<file path="config.mk">
export PLATFORM = sky130hd
export DESIGN_NAME = gpio_ioc_port
export DESIGN_NICKNAME = d
export VERILOG_FILES = /design/src/rtl/gpio_ioc_port.sv
export SDC_FILE = /design/constraint.sdc
export NUM_CORES = 1
export LEC_CHECK = 0
export ABC_AREA = 1
export BUFFER_PORTS_ARGS = -buffer_cell sky130_fd_sc_hd__buf_2
export CORE_AREA = 2 2 129 131
export CTS_BUF_LIST = sky130_fd_sc_hd__clkbuf_8 sky130_fd_sc_hd__clkbuf_16
export DETAILED_ROUTE_END_ITERATION = 12
export DIE_AREA = 0 0 131 133
export GPL_ROUTABILITY_DRIVEN = 0
export PLACE_DENSITY_LB_ADDON = 0.12
export SLEW_MARGIN = 20
export SYNTH_ARGS = -nofsm -noshare
export SYNTH_HDL_FRONTEND = slang
export SYNTH_SLANG_ARGS = --single-unit
</file>
<file path="constraint.sdc">
create_clock -name clk -period 1.7 [get_ports clk]
set_input_delay 0.085 -clock clk [delete_from_list [all_inputs] [get_ports clk]]
set_output_delay 0.085 -clock clk [all_outputs]
set_load 0.01 [all_outputs]
</file>
<file path="src/rtl/gpio_ioc_port.sv">
module gpio_ioc_port #(
  parameter int HW = 8,
  parameter int AW = 5
) (
  input  logic            clk,
  input  logic            rst_n,
  input  logic            bus_wr,
  input  logic            bus_rd,
  input  logic [AW-1:0]   bus_addr,
  input  logic [HW-1:0]   bus_wdata,
  output logic [HW-1:0]   bus_rdata,
  input  logic [2*HW-1:0] pin_in,
  output logic [2*HW-1:0] pin_out,
  output logic [2*HW-1:0] pin_oe,
  output logic            irq_a_o,
  output logic            irq_a_oe,
  output logic            irq_b_o,
  output logic            irq_b_oe
);
  localparam int IW = AW - 1;
  localparam logic [IW-1:0] I_DIR = 0, I_POL = 1, I_IEN = 2, I_DFLT = 3, I_MODE = 4,
                            I_CFG = 5, I_FLAG = 6, I_CAP = 7, I_PORT = 8, I_LAT = 9;

  logic [1:0][HW-1:0] dir, pol, ien, dflt, mode, lat, flag, cap, refv, pv, ev;
  logic [2*HW-1:0] sync1, sync2;
  logic [2:0] cfg;
  logic [1:0] clr, act;
  logic [IW-1:0] idx;
  logic hsel;

  assign idx  = bus_addr[AW-1:1];
  assign hsel = bus_addr[0];

  always_comb begin
    for (int h = 0; h < 2; h++) begin
      pv[h]  = (dir[h] & (sync2[h*HW +: HW] ^ pol[h])) | (~dir[h] & lat[h]);
      ev[h]  = ien[h] & dir[h] & ((mode[h] & (pv[h] ^ dflt[h])) | (~mode[h] & (pv[h] ^ refv[h])));
      clr[h] = bus_rd && (hsel == h[0]) && (idx == I_PORT || idx == I_CAP);
    end
  end

  always_ff @(posedge clk or negedge rst_n) begin
    if (!rst_n) begin
      sync1 <= '0;
      sync2 <= '0;
      cfg   <= '0;
      dir   <= '1;
      pol   <= '0;
      ien   <= '0;
      dflt  <= '0;
      mode  <= '0;
      lat   <= '0;
      flag  <= '0;
      cap   <= '0;
      refv  <= '0;
    end else begin
      sync1 <= pin_in;
      sync2 <= sync1;
      if (bus_wr && idx == I_CFG) cfg <= bus_wdata[2:0];
      for (int h = 0; h < 2; h++) begin
        if (bus_wr && hsel == h[0]) begin
          case (idx)
            I_DIR:         dir[h]  <= bus_wdata;
            I_POL:         pol[h]  <= bus_wdata;
            I_IEN:         ien[h]  <= bus_wdata;
            I_DFLT:        dflt[h] <= bus_wdata;
            I_MODE:        mode[h] <= bus_wdata;
            I_PORT, I_LAT: lat[h]  <= bus_wdata;
            default: ;
          endcase
        end
        if (clr[h]) begin
          flag[h] <= '0;
          refv[h] <= pv[h];
        end else if (flag[h] == '0 && ev[h] != '0) begin
          flag[h] <= ev[h];
          cap[h]  <= pv[h];
        end
      end
    end
  end

  always_ff @(posedge clk or negedge rst_n) begin
    if (!rst_n) bus_rdata <= '0;
    else if (bus_rd) begin
      case (idx)
        I_DIR:   bus_rdata <= dir[hsel];
        I_POL:   bus_rdata <= pol[hsel];
        I_IEN:   bus_rdata <= ien[hsel];
        I_DFLT:  bus_rdata <= dflt[hsel];
        I_MODE:  bus_rdata <= mode[hsel];
        I_CFG:   bus_rdata <= HW'(cfg);
        I_FLAG:  bus_rdata <= flag[hsel];
        I_CAP:   bus_rdata <= cap[hsel];
        I_PORT:  bus_rdata <= pv[hsel];
        I_LAT:   bus_rdata <= lat[hsel];
        default: bus_rdata <= '0;
      endcase
    end
  end

  assign pin_out = lat;
  assign pin_oe  = ~dir;

  assign act[0] = (|flag[0]) | (cfg[0] & (|flag[1]));
  assign act[1] = (|flag[1]) | (cfg[0] & (|flag[0]));

  assign irq_a_o  = cfg[1] ? 1'b0 : (cfg[2] ? act[0] : ~act[0]);
  assign irq_a_oe = cfg[1] ? act[0] : 1'b1;
  assign irq_b_o  = cfg[1] ? 1'b0 : (cfg[2] ? act[1] : ~act[1]);
  assign irq_b_oe = cfg[1] ? act[1] : 1'b1;

  p_clear_a_r4: assert property (@(posedge clk) disable iff (!rst_n)
    clr[0] |=> flag[0] == '0);
  p_clear_b_r4: assert property (@(posedge clk) disable iff (!rst_n)
    clr[1] |=> flag[1] == '0);
  p_irq_low_r4: assert property (@(posedge clk) disable iff (!rst_n)
    (flag[0] != '0 && cfg[2:1] == 2'b00) |-> !irq_a_o);
  p_mask_a_r6: assert property (@(posedge clk) disable iff (!rst_n)
    (flag[0] == '0) |=> (flag[0] & ~$past(ien[0])) == '0);
  p_mask_b_r6: assert property (@(posedge clk) disable iff (!rst_n)
    (flag[1] == '0) |=> (flag[1] & ~$past(ien[1])) == '0);
  p_hold_a_r7: assert property (@(posedge clk) disable iff (!rst_n)
    (flag[0] != '0 && !clr[0]) |=> (flag[0] == $past(flag[0]) && cap[0] == $past(cap[0])));
  p_hold_b_r7: assert property (@(posedge clk) disable iff (!rst_n)
    (flag[1] != '0 && !clr[1]) |=> (flag[1] == $past(flag[1]) && cap[1] == $past(cap[1])));
  p_tied_r8: assert property (@(posedge clk) disable iff (!rst_n)
    (cfg[0] && !cfg[1]) |-> irq_a_o == irq_b_o);
endmodule

</file>
Word level (Yosys, flattened, before mapping). Index checks and enable logic that the tools add are counted.

Bits in registers: 187. Input port bits: 33. Logic and storage cells: 131.

Reductions and logical operators: 34. Bitwise gates (word level): 36. $lt $le $gt $ge: 1. Multiplexer cells: 29. Equality and inequality tests: 9.

Operators by type and width (number): 8-bit 2-to-1 mux (22); 8-bit bitwise AND (12); 8-bit case mux with 10 select lines (1); 8-bit XOR (6); 8-bit inverter (4); 8-bit bitwise OR (4); 2-bit AND reduction (14); 4-bit by 3-bit equality test with 1-bit output (second input constant) (4); 8-bit zero test (2); 16-bit inverter (1); 8-bit nonzero test (2); 8-bit OR reduction (2); 1-bit logical AND (9); 4-bit by 2-bit equality test with 1-bit output (second input constant) (2); 4-bit equality test (second input constant) (2); 1-bit 2-to-1 mux (6); 1-bit inverter (5); 4-bit by 1-bit equality test with 1-bit output (second input constant) (1); 4-bit zero test (1); 2-bit nonzero test (2); 1-bit bitwise AND (2); 1-bit by 2-bit less-than comparator with 1-bit output (second input constant) (1); 1-bit bitwise OR (2); 2-bit OR reduction (1); 1-bit logical OR (1).

Longest topological paths before layout. Gate-level depths: netlist (run 1).

Word-level depth: 11. Mapped depth: 13.

Least setup slack after synthesis (run 1). Ideal clock, no wire load.

Kind: reg2reg. Start: register lat, in the netlist pin_out[12]. End: register flag[10] (netlist name). Arrival time: 1.473 ns. Cell stages (with the launch flop): 11. Slack: 0.109 ns. Cell sequence: dfrtp_1 > or2_1 > nand2_1 > nand2_1 > nand3_1 > nand2_1 > nor2_1 > nand2_2 > buf_2 > nand4_1 > nand2_1.

Word-level cells in the longest chain between the ends: 9. Elaborated cells between the ends (all ways): 11. Classes of those cells: bitwise: 8; reduce/logical: 3.

RTL lines: start, declared (line 24) `logic [1:0][HW-1:0] dir, pol, ien, dflt, mode, lat, flag, cap, refv, pv, ev;`; start signal, assigned by index (line 68) `I_PORT, I_LAT: lat[h] <= bus_wdata;`; 8-bit bitwise AND * (line 36) `pv[h] = (dir[h] & (sync2[h*HW +: HW] ^ pol[h])) | (~dir[h] & lat[h]);`; 8-bit bitwise OR * (line 36); 8-bit XOR (line 37) `ev[h] = ien[h] & dir[h] & ((mode[h] & (pv[h] ^ dflt[h])) | (~mode[h] & (pv[h] ^ refv[h])));`; 8-bit bitwise AND (line 37); 8-bit bitwise OR * (line 37); 8-bit bitwise AND * (line 37); 8-bit nonzero test * (line 75) `end else if (flag[h] == '0 && ev[h] != '0) begin`; 1-bit logical AND * (line 75); 2-bit nonzero test (no source line) *; end signal, assigned by index (line 76) `flag[h] <= ev[h];`; end, declared (line 24).

Mark *: on every way between the ends. The rest lies on a longest branch, timed or not. A chain may end at the register's enable or synchronous reset.

Worst setup path after layout (run 1).
Start: register flag[9] (netlist name). End: output port irq_a_oe.

Word-level cells in the longest chain between the ends: 4.

RTL lines: 8-bit OR reduction (line 105) `assign act[0] = (|flag[0]) | (cfg[0] & (|flag[1]));`; 1-bit bitwise AND (line 105); 1-bit bitwise OR (line 105); 1-bit 2-to-1 mux (line 109) `assign irq_a_oe = cfg[1] ? act[0] : 1'b1;`; end, declared (line 16) `output logic irq_a_oe,`.

No other way between the ends.

==> key figures, run 1 <==
Place
  • Post-DP HPWL: 21500 um
  • Number of port buffers: 76
  • Area of placed instances: 0.0107 mm2

Die
  • Placement row count: 47
  • Die height: about 130 um
  • Die width: roughly 130 um
  • Initial Util: 0.580
  • Core box area: 0.0162 mm2
  • Die area: roughly 0.017 mm2
  • IO Count: 77

Status
  • Failing checks: negative setup slack
  • Outcome: complete, but fails checks

Routing
  • Antenna-violating nets left: 0
  • Routed WL per cell: 17.9 um
  • Total iterations of the first detailed-routing run: 6
  • Drc violations: 0
  • Vias post-DR: 9231
  • Detailed router's first-iteration violation count: around 1000
  • Total Routed Length: 30300 um
  • Drt via density: 5.47

STA
  • Peak Freq: roughly 530 MHz
  • Fin crit share: 1.10
  • Slew headroom: 0.532
  • Final setup violating endpoints: 18
  • Tightest Pin Transition: 0.701 ns
  • RSZ-0062 raised after global routing: yes
  • TNS Setup: -0.883 ns
  • Pins over their slew limit: 0
  • Setup slack after layout: -0.174 ns
  • Clock Skew: 0.0126 ns
  • Fin crit period: 1.87 ns
  • Final-report hold violation count: 0

CTS
  • CTS max path bufs: 2
  • Clock Pin Slew Worst Setup and Hold Paths: roughly 0.07 ns
  • Clock Latency Late Sink: between 0.4 and 0.5 ns
  • H-tree depth: 4
  • CTS Buf Count: 17
  • CTS tree: yes
  • Clock Sinks: 187
  • Clock Root Buffer: clkbuf_16

Critical path
  • WP data required: 1.62 ns
  • Reg-to-reg endpoint: cap[8]
  • Startpoint types: flip-flop
  • CP Class: flip-flop to output port
  • Crit path to: irq_a_oe
  • Setup crit end kind: output port
  • R2R Path Start: dir[10]
  • Reg2reg path depth: 10
  • CP Max Fanout: 3
  • Worst R2R Setup Slack: -0.04 ns
  • Arr. time, crit path: 1.79 ns
  • Worst Setup SP: flag[9]

Logic synthesis
  • Synth top area share: 0.456
  • Mapped Cells: between 1000 and 1500
  • Synth cell count leaders: nand2_1, dfrtp_1, inv_1
  • Post-Synth XOR/XNOR Area: 0
  • Yosys warnings: 0
  • Number of enable flip-flop cells after synthesis: 0
  • Sequential area share after synthesis: 0.501
  • Compound-Gate Fraction of Synth Area: 0.110
  • Post-Synth Adder-Cell Area: 0
  • Syn_nets: approximately 1300
  • Most common cell in the netlist: nand2_1
  • Ys async rst share: 1.00
  • Mean post-synth cell area: 7.46 um2
  • Synth top area cells: dfrtp_1, nand2_1, o21ai_0
  • Post-synthesis instance area: 0.00939 mm2
  • Ys flop type: dfrtp_1
  • Simple-gate share of the synthesized area: 0.296
  • Yosys top cell by area: dfrtp_1
  • Yosys cell types: 34
  • Largest family of logic cells by synthesized area: simple AND/OR/NAND/NOR gates
  • Mux contribution to synthesized area: 0.00107
  • #FFs+latches synth: 187

GRT
  • Gr usage total: 0.348
  • First-pass GRT wire length: 44600 um
  • Vias in the first global route: 8299
  • Gr ovfl total: 0
  • Largest net degree at the start of global routing: 48
  • Initial antenna violation count: 0

Pwr
  • Max rail drop VDD: approximately 0.0012 V
  • Pleak: about 0.0064 uW
  • Pwr Density: around 1300 mW/mm2

Layout
  • Nets: about 1500
  • Area Overhead vs Synth: 28.2%
  • Share of cells above drive strength 1: 0.236
  • Finished Cell Area: 0.0120 mm2
  • Fillers: 1223
  • Antenna diode count: 0

Hold path
  • Hold Path Cell Cnt: 3
  • Hold WC Path Type: input pin to flip-flop

Run
  • Max-cap violations: 0
-- registers in the layout, summed over array words and instances (netlist names) --
| name | cells |
|---|---|
| bus_rdata | 8 |
| pin_out | 16 |
| sync1 | 16 |
| cfg | 3 |
| mode | 16 |
| ien | 16 |
| pol | 16 |
| dir | 16 |
| sync2 | 16 |
| refv | 16 |
| dflt | 16 |
| flag | 16 |
| cap | 16 |
-- layout make-up --
type                    instances  area [um2]  share of cell area
clock inverters                15         210              0.0175
clock buffers                  17         425              0.0353
repair buffers                224        1680               0.140
multi-input cells             859        4120               0.343
flip-flops and latches        187        4700               0.390
well taps                     220         275              0.0229
inverters                     165         619              0.0515
-- cell families (layout without fill, tap and decap cells) --
group | after synthesis | count (layout)
buf+inv | 214 | 421
compound gates | 200 | 200
mux | 1 | 1
flops | 187 | 187
simple gates | 657 | 658
-- critical path: stages, from the launching register on --
cell and delay (ns):
dfrtp_1 0.39, nor4_2 0.31, and2_4 0.22, o21ai_2 0.07, or2_4 0.23, buf_6 0.12
-- worst min path at each step --
stage / to / from / slack [ns]
after floorplan: bus_rdata[0] / rst_n / -0.21
after global placement: refv[5] / rst_n / 0.07
after detailed placement: refv[5] / rst_n / 0.07
after CTS: cfg[1] / bus_wr / 0.06
after global routing: cfg[1] / bus_wr / 0.11
final: cfg[1] / bus_wr / 0.1
-- placed cells by master (no fill, tap or decap), types with 8 or more instances in the layout --
| cell type | netlist | routed |
|---|---|---|
| a21oi_1 | 32 | 32 |
| buf_2 | 18 | 73 |
| buf_4 | 3 | 117 |
| clkbuf_16 | 0 | 18 |
| dfrtp_1 | 171 | 171 |
| dfstp_2 | 16 | 16 |
| dlygate4sd3_1 | 0 | 18 |
| inv_1 | 157 | 154 |
| inv_2 | 6 | 10 |
| nand2_1 | 486 | 459 |
| nand2_2 | 9 | 33 |
| nand3_1 | 62 | 45 |
| nand3_2 | 2 | 16 |
| nand4_1 | 33 | 33 |
| nor2_1 | 26 | 22 |
| o211ai_1 | 9 | 9 |
| o21ai_0 | 154 | 141 |
| o21ai_1 | 1 | 12 |
| or2_1 | 11 | 8 |
-- metal layers --
layer / wire [um] / up-vias / global-route usage
met5: 0 / - / 0
met4: 1680 / 0 / 0.187
met3: 2460 / 105 / 0.0643
met2: 14000 / 459 / 0.526
met1: 12100 / 4294 / 0.475
li1: - / 4373 / -
-- power by group --
| part | switching [uW] | internal [uW] |
|---|---|---|
| Clock | 1900 | 2380 |
| Combinational | 3230 | 2480 |
| Sequential | 689 | 5360 |
-- through the flow --
step | setup slack, ns | instances | total power [uW] | utilization | hold WS [ns]
5_1_grt | -0.246 | 1687 | 16800 | 0.744 | 0.113
3_5_place_dp | -0.0884 | 1608 | 10500 | 0.659 | 0.0746
2_1_floorplan | 0.109 | 1259 | 8490 | - | -0.211
4_1_cts | -0.176 | 1668 | 15200 | 0.721 | 0.0638
6_report | -0.174 | 1687 | 16100 | 0.744 | 0.0977
3_3_place_gp | -0.0695 | 1608 | 10400 | 0.659 | 0.0721
-- repair_timing --
item,in CTS,in global routing
hold endpoints to repair,161,0
cloned,1,1
gates resized for setup,30,70
hold buffers,18,0
buffers inserted,9,20
pin swaps,8,52
setup endpoints to repair,30,39
Note: power is estimated with default switching activity, not from simulation.
==> inputs of run 2 (changes only) <==
--- a/config.mk
+++ b/config.mk
@@ -8,11 +8,12 @@
 export ABC_AREA = 1
 export BUFFER_PORTS_ARGS = -buffer_cell sky130_fd_sc_hd__buf_2
 export CORE_AREA = 2 2 129 131
-export CTS_BUF_LIST = sky130_fd_sc_hd__clkbuf_8 sky130_fd_sc_hd__clkbuf_16
+export CTS_BUF_LIST = sky130_fd_sc_hd__clkbuf_4
 export DETAILED_ROUTE_END_ITERATION = 12
 export DIE_AREA = 0 0 131 133
 export GPL_ROUTABILITY_DRIVEN = 0
 export PLACE_DENSITY_LB_ADDON = 0.12
+export SETUP_SLACK_MARGIN = 0.1
 export SLEW_MARGIN = 20
 export SYNTH_ARGS = -nofsm -noshare
 export SYNTH_HDL_FRONTEND = slang
==> key figures, run 2 (synthesis gave the netlist of run 1 again) <==
Routing
  • Total Routed Length: 30400 um (+0.47%)
  • Drc violations: 0 (unchanged)
  • Total iterations of the first detailed-routing run: 8 (+2)
  • Vias post-DR: 9362 (+1.4%)
  • Antenna-violating nets left: 0 (unchanged)
  • Routed WL per cell: 17.9 um (-0.47%)
  • Drt via density: 5.50 (+0.47%)
  • Detailed router's first-iteration violation count: 1012 (+1.1%)

STA
  • Fin crit share: 1.22 (+0.113)
  • RSZ-0062 raised after global routing: yes
  • Final-report hold violation count: 0 (unchanged)
  • Slew headroom: 0.547 (+0.0144)
  • Tightest Pin Transition: 0.679 ns (-0.0216 ns)
  • Clock Skew: 0.0281 ns (+0.0155 ns)
  • Pins over their slew limit: 0 (unchanged)
  • Fin crit period: 2.07 ns (+0.192 ns)
  • Final setup violating endpoints: 20 (+2)
  • Setup slack after layout: -0.366 ns (-0.192 ns)
  • TNS Setup: -1.62 ns (-0.737 ns)
  • Peak Freq: 484 MHz (-9.3%)

CTS
  • Clock Root Buffer: clkbuf_4
  • CTS max path bufs: 2 (unchanged)
  • Clock Sinks: 187 (unchanged)
  • H-tree depth: 4 (unchanged)
  • Clock Latency Late Sink: 0.59 ns (+0.15 ns)
  • CTS tree: yes
  • Clock Pin Slew Worst Setup and Hold Paths: 0.16 ns (+0.09 ns)
  • CTS Buf Count: 17 (unchanged)

Critical path
  • CP Class: flip-flop to output port
  • Reg-to-reg endpoint: cap[3]
  • Worst R2R Setup Slack: -0.03 ns (about the same)
  • Slowest-stage cell, CP: dfrtp_1
  • Worst Setup SP: flag[7]
  • CP Max Fanout: 3 (unchanged)
  • Setup crit end kind: output port
  • WP data required: 1.62 ns (about the same)
  • Worst path cell trace: nor4_2 -> and2_4 -> o21ai_2 -> or2_4 -> buf_6
  • Largest stage delay on the critical path: 0.45 ns (+0.06 ns)
  • CP top delay family: simple AND/OR/NAND/NOR gates
  • R2R Path Start: dir[5]
  • Arr. time, crit path: 1.98 ns (+0.19 ns)
  • Buf/Inv on CP: 1 (unchanged)
  • Reg2reg path depth: 10 (unchanged)
  • Startpoint types: flip-flop

Place
  • Post-DP HPWL: 21500 um (unchanged)
  • Placed Instances: 1608 (unchanged)
  • Number of port buffers: 76 (unchanged)

Hold path
  • Hold endpoint: pin_out[11]
  • Hold WC Path Type: input pin to flip-flop
  • Hold Path Cell Cnt: 3 (unchanged)
  • Min-Delay Startpoint: bus_wdata[3]

Layout
  • Post-route insts no fill: 1703 (+0.95%)
  • Area Overhead vs Synth: 28.4%
  • Nets: 1502 (+1.0%)
  • Share of cells above drive strength 1: 0.266 (+0.0300)
  • Most frequent cells in the layout: nand2_1, dfrtp_1, inv_1
  • Post-route core utilization: 0.746 (+0.00131)
  • Commonest non-fill, non-tap cell in the layout: nand2_1

Status
  • Failing checks: negative setup slack
  • Outcome: complete, but fails checks

Die
  • Die area: 0.0174 mm2 (unchanged)
  • Die height: 133 um (unchanged)
  • Initial Util: 0.580 (unchanged)
  • IO Count: 77 (unchanged)
  • Core box area: 0.0162 mm2 (unchanged)
  • Die width: 131 um (unchanged)
  • Placement row count: 47 (unchanged)

Pwr
  • Pleak: 0.00637 uW (about the same)
  • Total design power: 14600 uW (-8.9%)
  • Pwr Density: 1210 mW/mm2 (-9.1%)
  • Max rail drop VDD: 0.00117 V (-4.0%)

GRT
  • Gr usage total: 0.350 (+0.00188)
  • Gr ovfl total: 0 (unchanged)
  • Largest net degree at the start of global routing: 47 (-2.1%)
  • First-pass GRT wire length: 44900 um (+0.63%)
  • Initial antenna violation count: 1 (+1)
  • Vias in the first global route: 8390 (+1.1%)

Run
  • Max-cap violations: 0 (unchanged)
## run 2: tightest hold or removal path, delay by kind of cell
family          cells  cell delay (ns)
compound gates      1             0.22
buf+inv             2             0.27
## run 2: worst max-delay path by stage
stage | depth (start not counted) | endpoint | slack, ns
2_1_floorplan | 10 | flag[10] | 0.11
3_3_place_gp | 10 | cap[3] | -0.07
3_5_place_dp | 10 | cap[4] | -0.09
4_1_cts | 5 | irq_b_oe | -0.37
5_1_grt | 5 | irq_a_oe | -0.49
6_report | 5 | irq_a_oe | -0.37
## run 2: metal layers
metal  track usage  up-vias  share of wire
met2         0.533      506           0.46
met5             0        -              0
met4         0.168        0          0.054
met3        0.0647      104          0.090
li1              -     4416              -
met1         0.483     4336           0.40
## run 2: cell type report
cell class              count  area [um2]
diodes                      1        2.50
clock buffers              18         135
clock inverters            14         206
fillers                  1240        4120
inverters                 165         627
multi-input cells         859        4220
flip-flops and latches    187        4700
well taps                 220         275
repair buffers            239        1890
## run 2: stage by stage
step,hold slack [ns],setup WS (ns),cell area (um2)
floorplan,-0.211,0.109,9390
global placement,0.0721,-0.0695,10700
detailed placement,0.0746,-0.0884,10700
CTS,0.00427,-0.372,11600
global route,0.00897,-0.493,12100
finish,0.0292,-0.366,12100
## run 2: where the power goes
| part | switching, uW | internal [uW] | total, uW |
|---|---|---|---|
| clock network | 1700 | 1110 | 2800 |
| logic | 3270 | 2500 | 5760 |
| registers | 698 | 5350 | 6050 |
## run 2: repair_timing
item / CTS / global route
hold endpoints to repair: 245 / 0
endpoints found under the setup margin: 38 / 51
gates cloned: 1 / 0
gates resized for setup: 55 / 118
hold buffers: 27 / 0
buffers inserted: 21 / 16
pin swaps: 37 / 61
==> inputs of run 3 (changes only) <==
--- a/config.mk
+++ b/config.mk
@@ -18,3 +18,4 @@
 export SYNTH_ARGS = -nofsm -noshare
 export SYNTH_HDL_FRONTEND = slang
 export SYNTH_SLANG_ARGS = --single-unit
+export TNS_END_PERCENT = 5
==> key figures, run 3 (synthesis gave the netlist of run 1 again) <==
Routing
  • Total iterations of the first detailed-routing run: 7 (-1)
  • Drt via density: 5.37 (-2.2%)
  • Vias post-DR: 8992 (-4.0%)
  • Antenna-violating nets left: 0 (unchanged)
  • Routed WL per cell: 17.5 um (-2.0%)
  • Drc violations: 0 (unchanged)
  • Detailed router's first-iteration violation count: 1034 (+2.2%)
  • Total Routed Length: 29300 um (-3.7%)

Die
  • Die width: 131 um (unchanged)
  • IO Count: 77 (unchanged)
  • Placement row count: 47 (unchanged)
  • Die area: 0.0174 mm2 (unchanged)
  • Initial Util: 0.580 (unchanged)
  • Core box area: 0.0162 mm2 (unchanged)
  • Die height: 133 um (unchanged)

Layout
  • Area Overhead vs Synth: 23.1%
  • Commonest non-fill, non-tap cell in the layout: nand2_1
  • Fillers: 1328 (+7.1%)
  • Most frequent cells in the layout: nand2_1, dfrtp_1, inv_1
  • Multi-input gate area: 0.00400 mm2 (-5.2%)
  • Sequential Area: 0.00470 mm2 (unchanged)
  • Share of cells above drive strength 1: 0.209 (-0.0565)
  • Nets: 1472 (-2.0%)

GRT
  • Gr ovfl total: 0 (unchanged)
  • Gr usage total: 0.344 (-0.00607)
  • Initial antenna violation count: 1 (unchanged)
  • First-pass GRT wire length: 44000 um (-2.0%)
  • Largest net degree at the start of global routing: 47 (unchanged)
  • Vias in the first global route: 8163 (-2.7%)

STA
  • Fin crit period: 2.06 ns (-0.00806 ns)
  • Fin crit share: 1.21 (-0.00474)
  • Slew headroom: 0.553 (+0.00631)
  • Setup slack after layout: -0.358 ns (+0.00806 ns)
  • Pins over their slew limit: 0 (unchanged)
  • Worst hold slack: 0.0320 ns (+0.00275 ns)
  • Final-report hold violation count: 0 (unchanged)
  • Tightest Pin Transition: 0.670 ns (-0.00946 ns)
  • Clock Skew: 0.0272 ns (-0.000917 ns)
  • Final setup violating endpoints: 9 (-55%)
  • TNS Setup: -1.44 ns (+0.185 ns)
  • RSZ-0062 raised after global routing: yes
  • Peak Freq: 486 MHz (+0.39%)

Critical path
  • Largest stage delay on the critical path: 0.46 ns (about the same)
  • Reg2reg path depth: 10 (unchanged)
  • CP top delay family: simple AND/OR/NAND/NOR gates
  • Setup crit end kind: output port
  • Arr. time, crit path: 1.97 ns (about the same)
  • CP Class: flip-flop to output port
  • WP data required: 1.62 ns (about the same)
  • Reg-to-reg endpoint: cap[6]
  • Buf/Inv on CP: 1 (unchanged)
  • Worst path cell trace: nor4_2 -> and2_4 -> o21ai_2 -> or2_4 -> buf_6
  • Slowest-stage cell, CP: dfrtp_1
  • Worst R2R Setup Slack: -0.03 ns (about the same)
  • CP Max Fanout: 3 (unchanged)
  • R2R Path Start: dir[3]
  • Startpoint types: flip-flop

CTS
  • CTS tree: yes
  • H-tree depth: 4 (unchanged)
  • Clock Latency Late Sink: 0.58 ns (about the same)
  • Clock Pin Slew Worst Setup and Hold Paths: 0.17 ns (about the same)
  • Clock Sinks: 187 (unchanged)
  • CTS max path bufs: 2 (unchanged)
  • Clock Root Buffer: clkbuf_4
  • CTS Buf Count: 17 (unchanged)

Run
  • Max-cap violations: 0 (unchanged)

Hold path
  • Min-Delay Startpoint: bus_wdata[3]
  • Hold Path Cell Cnt: 3 (unchanged)
  • Hold WC Path Type: input pin to flip-flop
  • Hold endpoint: pin_out[11]

Place
  • Post-DP HPWL: 21500 um (unchanged)
  • Number of port buffers: 76 (unchanged)

Pwr
  • Max rail drop VDD: 0.00115 V (-2.2%)
  • Pleak: 0.00615 uW (-3.4%)
  • Pwr Density: 1210 mW/mm2 (-0.25%)

Status
  • Failing checks: negative setup slack
  • Outcome: complete, but fails checks
run 3: worst max path at each step:
stage | startpoint | endpoint | slack, ns | cells past startpoint
2_1_floorplan | pin_out[12] | flag[10] | 0.11 | 10
3_3_place_gp | dir[3] | cap[3] | -0.07 | 10
3_5_place_dp | dir[3] | cap[4] | -0.09 | 10
4_1_cts | flag[8] | irq_b_oe | -0.37 | 5
5_1_grt | flag[7] | irq_a_oe | -0.49 | 5
6_report | flag[5] | irq_a_oe | -0.36 | 5
run 3: worst min-delay path: cells and delay by family:
kind | cells | cell delay [ns]
buffers and inverters | 2 | 0.27
AOI/OAI and AO/OA | 1 | 0.22
run 3: cell type report:
class / count / share of cell area
tap: 220 / 0.0238
multi-input combinational: 858 / 0.346
sequential: 187 / 0.407
inverter: 165 / 0.0536
clock buffer: 18 / 0.0117
timing repair buffer: 210 / 0.140
clock inverter: 14 / 0.0179
antenna: 1 / 0.000217
run 3: per-stage QoR:
step | util | total power [uW] | std cells | setup slack, ns | area (um2)
2_1_floorplan | - | 8490 | 1259 | 0.109 | 9390
3_3_place_gp | 0.659 | 10400 | 1608 | -0.0695 | 10700
3_5_place_dp | 0.659 | 10500 | 1608 | -0.0884 | 10700
4_1_cts | 0.707 | 13700 | 1669 | -0.372 | 11400
5_1_grt | 0.714 | 14800 | 1673 | -0.486 | 11600
6_report | 0.714 | 14000 | 1673 | -0.358 | 11600
run 3: layer usage:
| layer | GRT usage | share of wire |
|---|---|---|
| met1 | 0.481 | 0.41 |
| met2 | 0.522 | 0.46 |
| met3 | 0.0607 | 0.084 |
| met4 | 0.160 | 0.047 |
| met5 | 0 | 0 |
run 3: what timing repair did:
action	4_1_cts	5_1_grt
setup endpoints to repair	38	50
endpoints found under the hold margin	245	0
resized for setup	39	40
pin swaps	13	23
hold buffers	27	0
buffers inserted	2	3
run 3: where the power goes:
group | internal, uW | total [uW] | leakage [uW] | switching, uW
registers | 5350 | 6040 | 0.00235 | 683
logic | 2170 | 5140 | 0.00363 | 2980
clock network | 1110 | 2790 | 0.000175 | 1690
total | 8630 | 14000 | 0.00615 | 5340
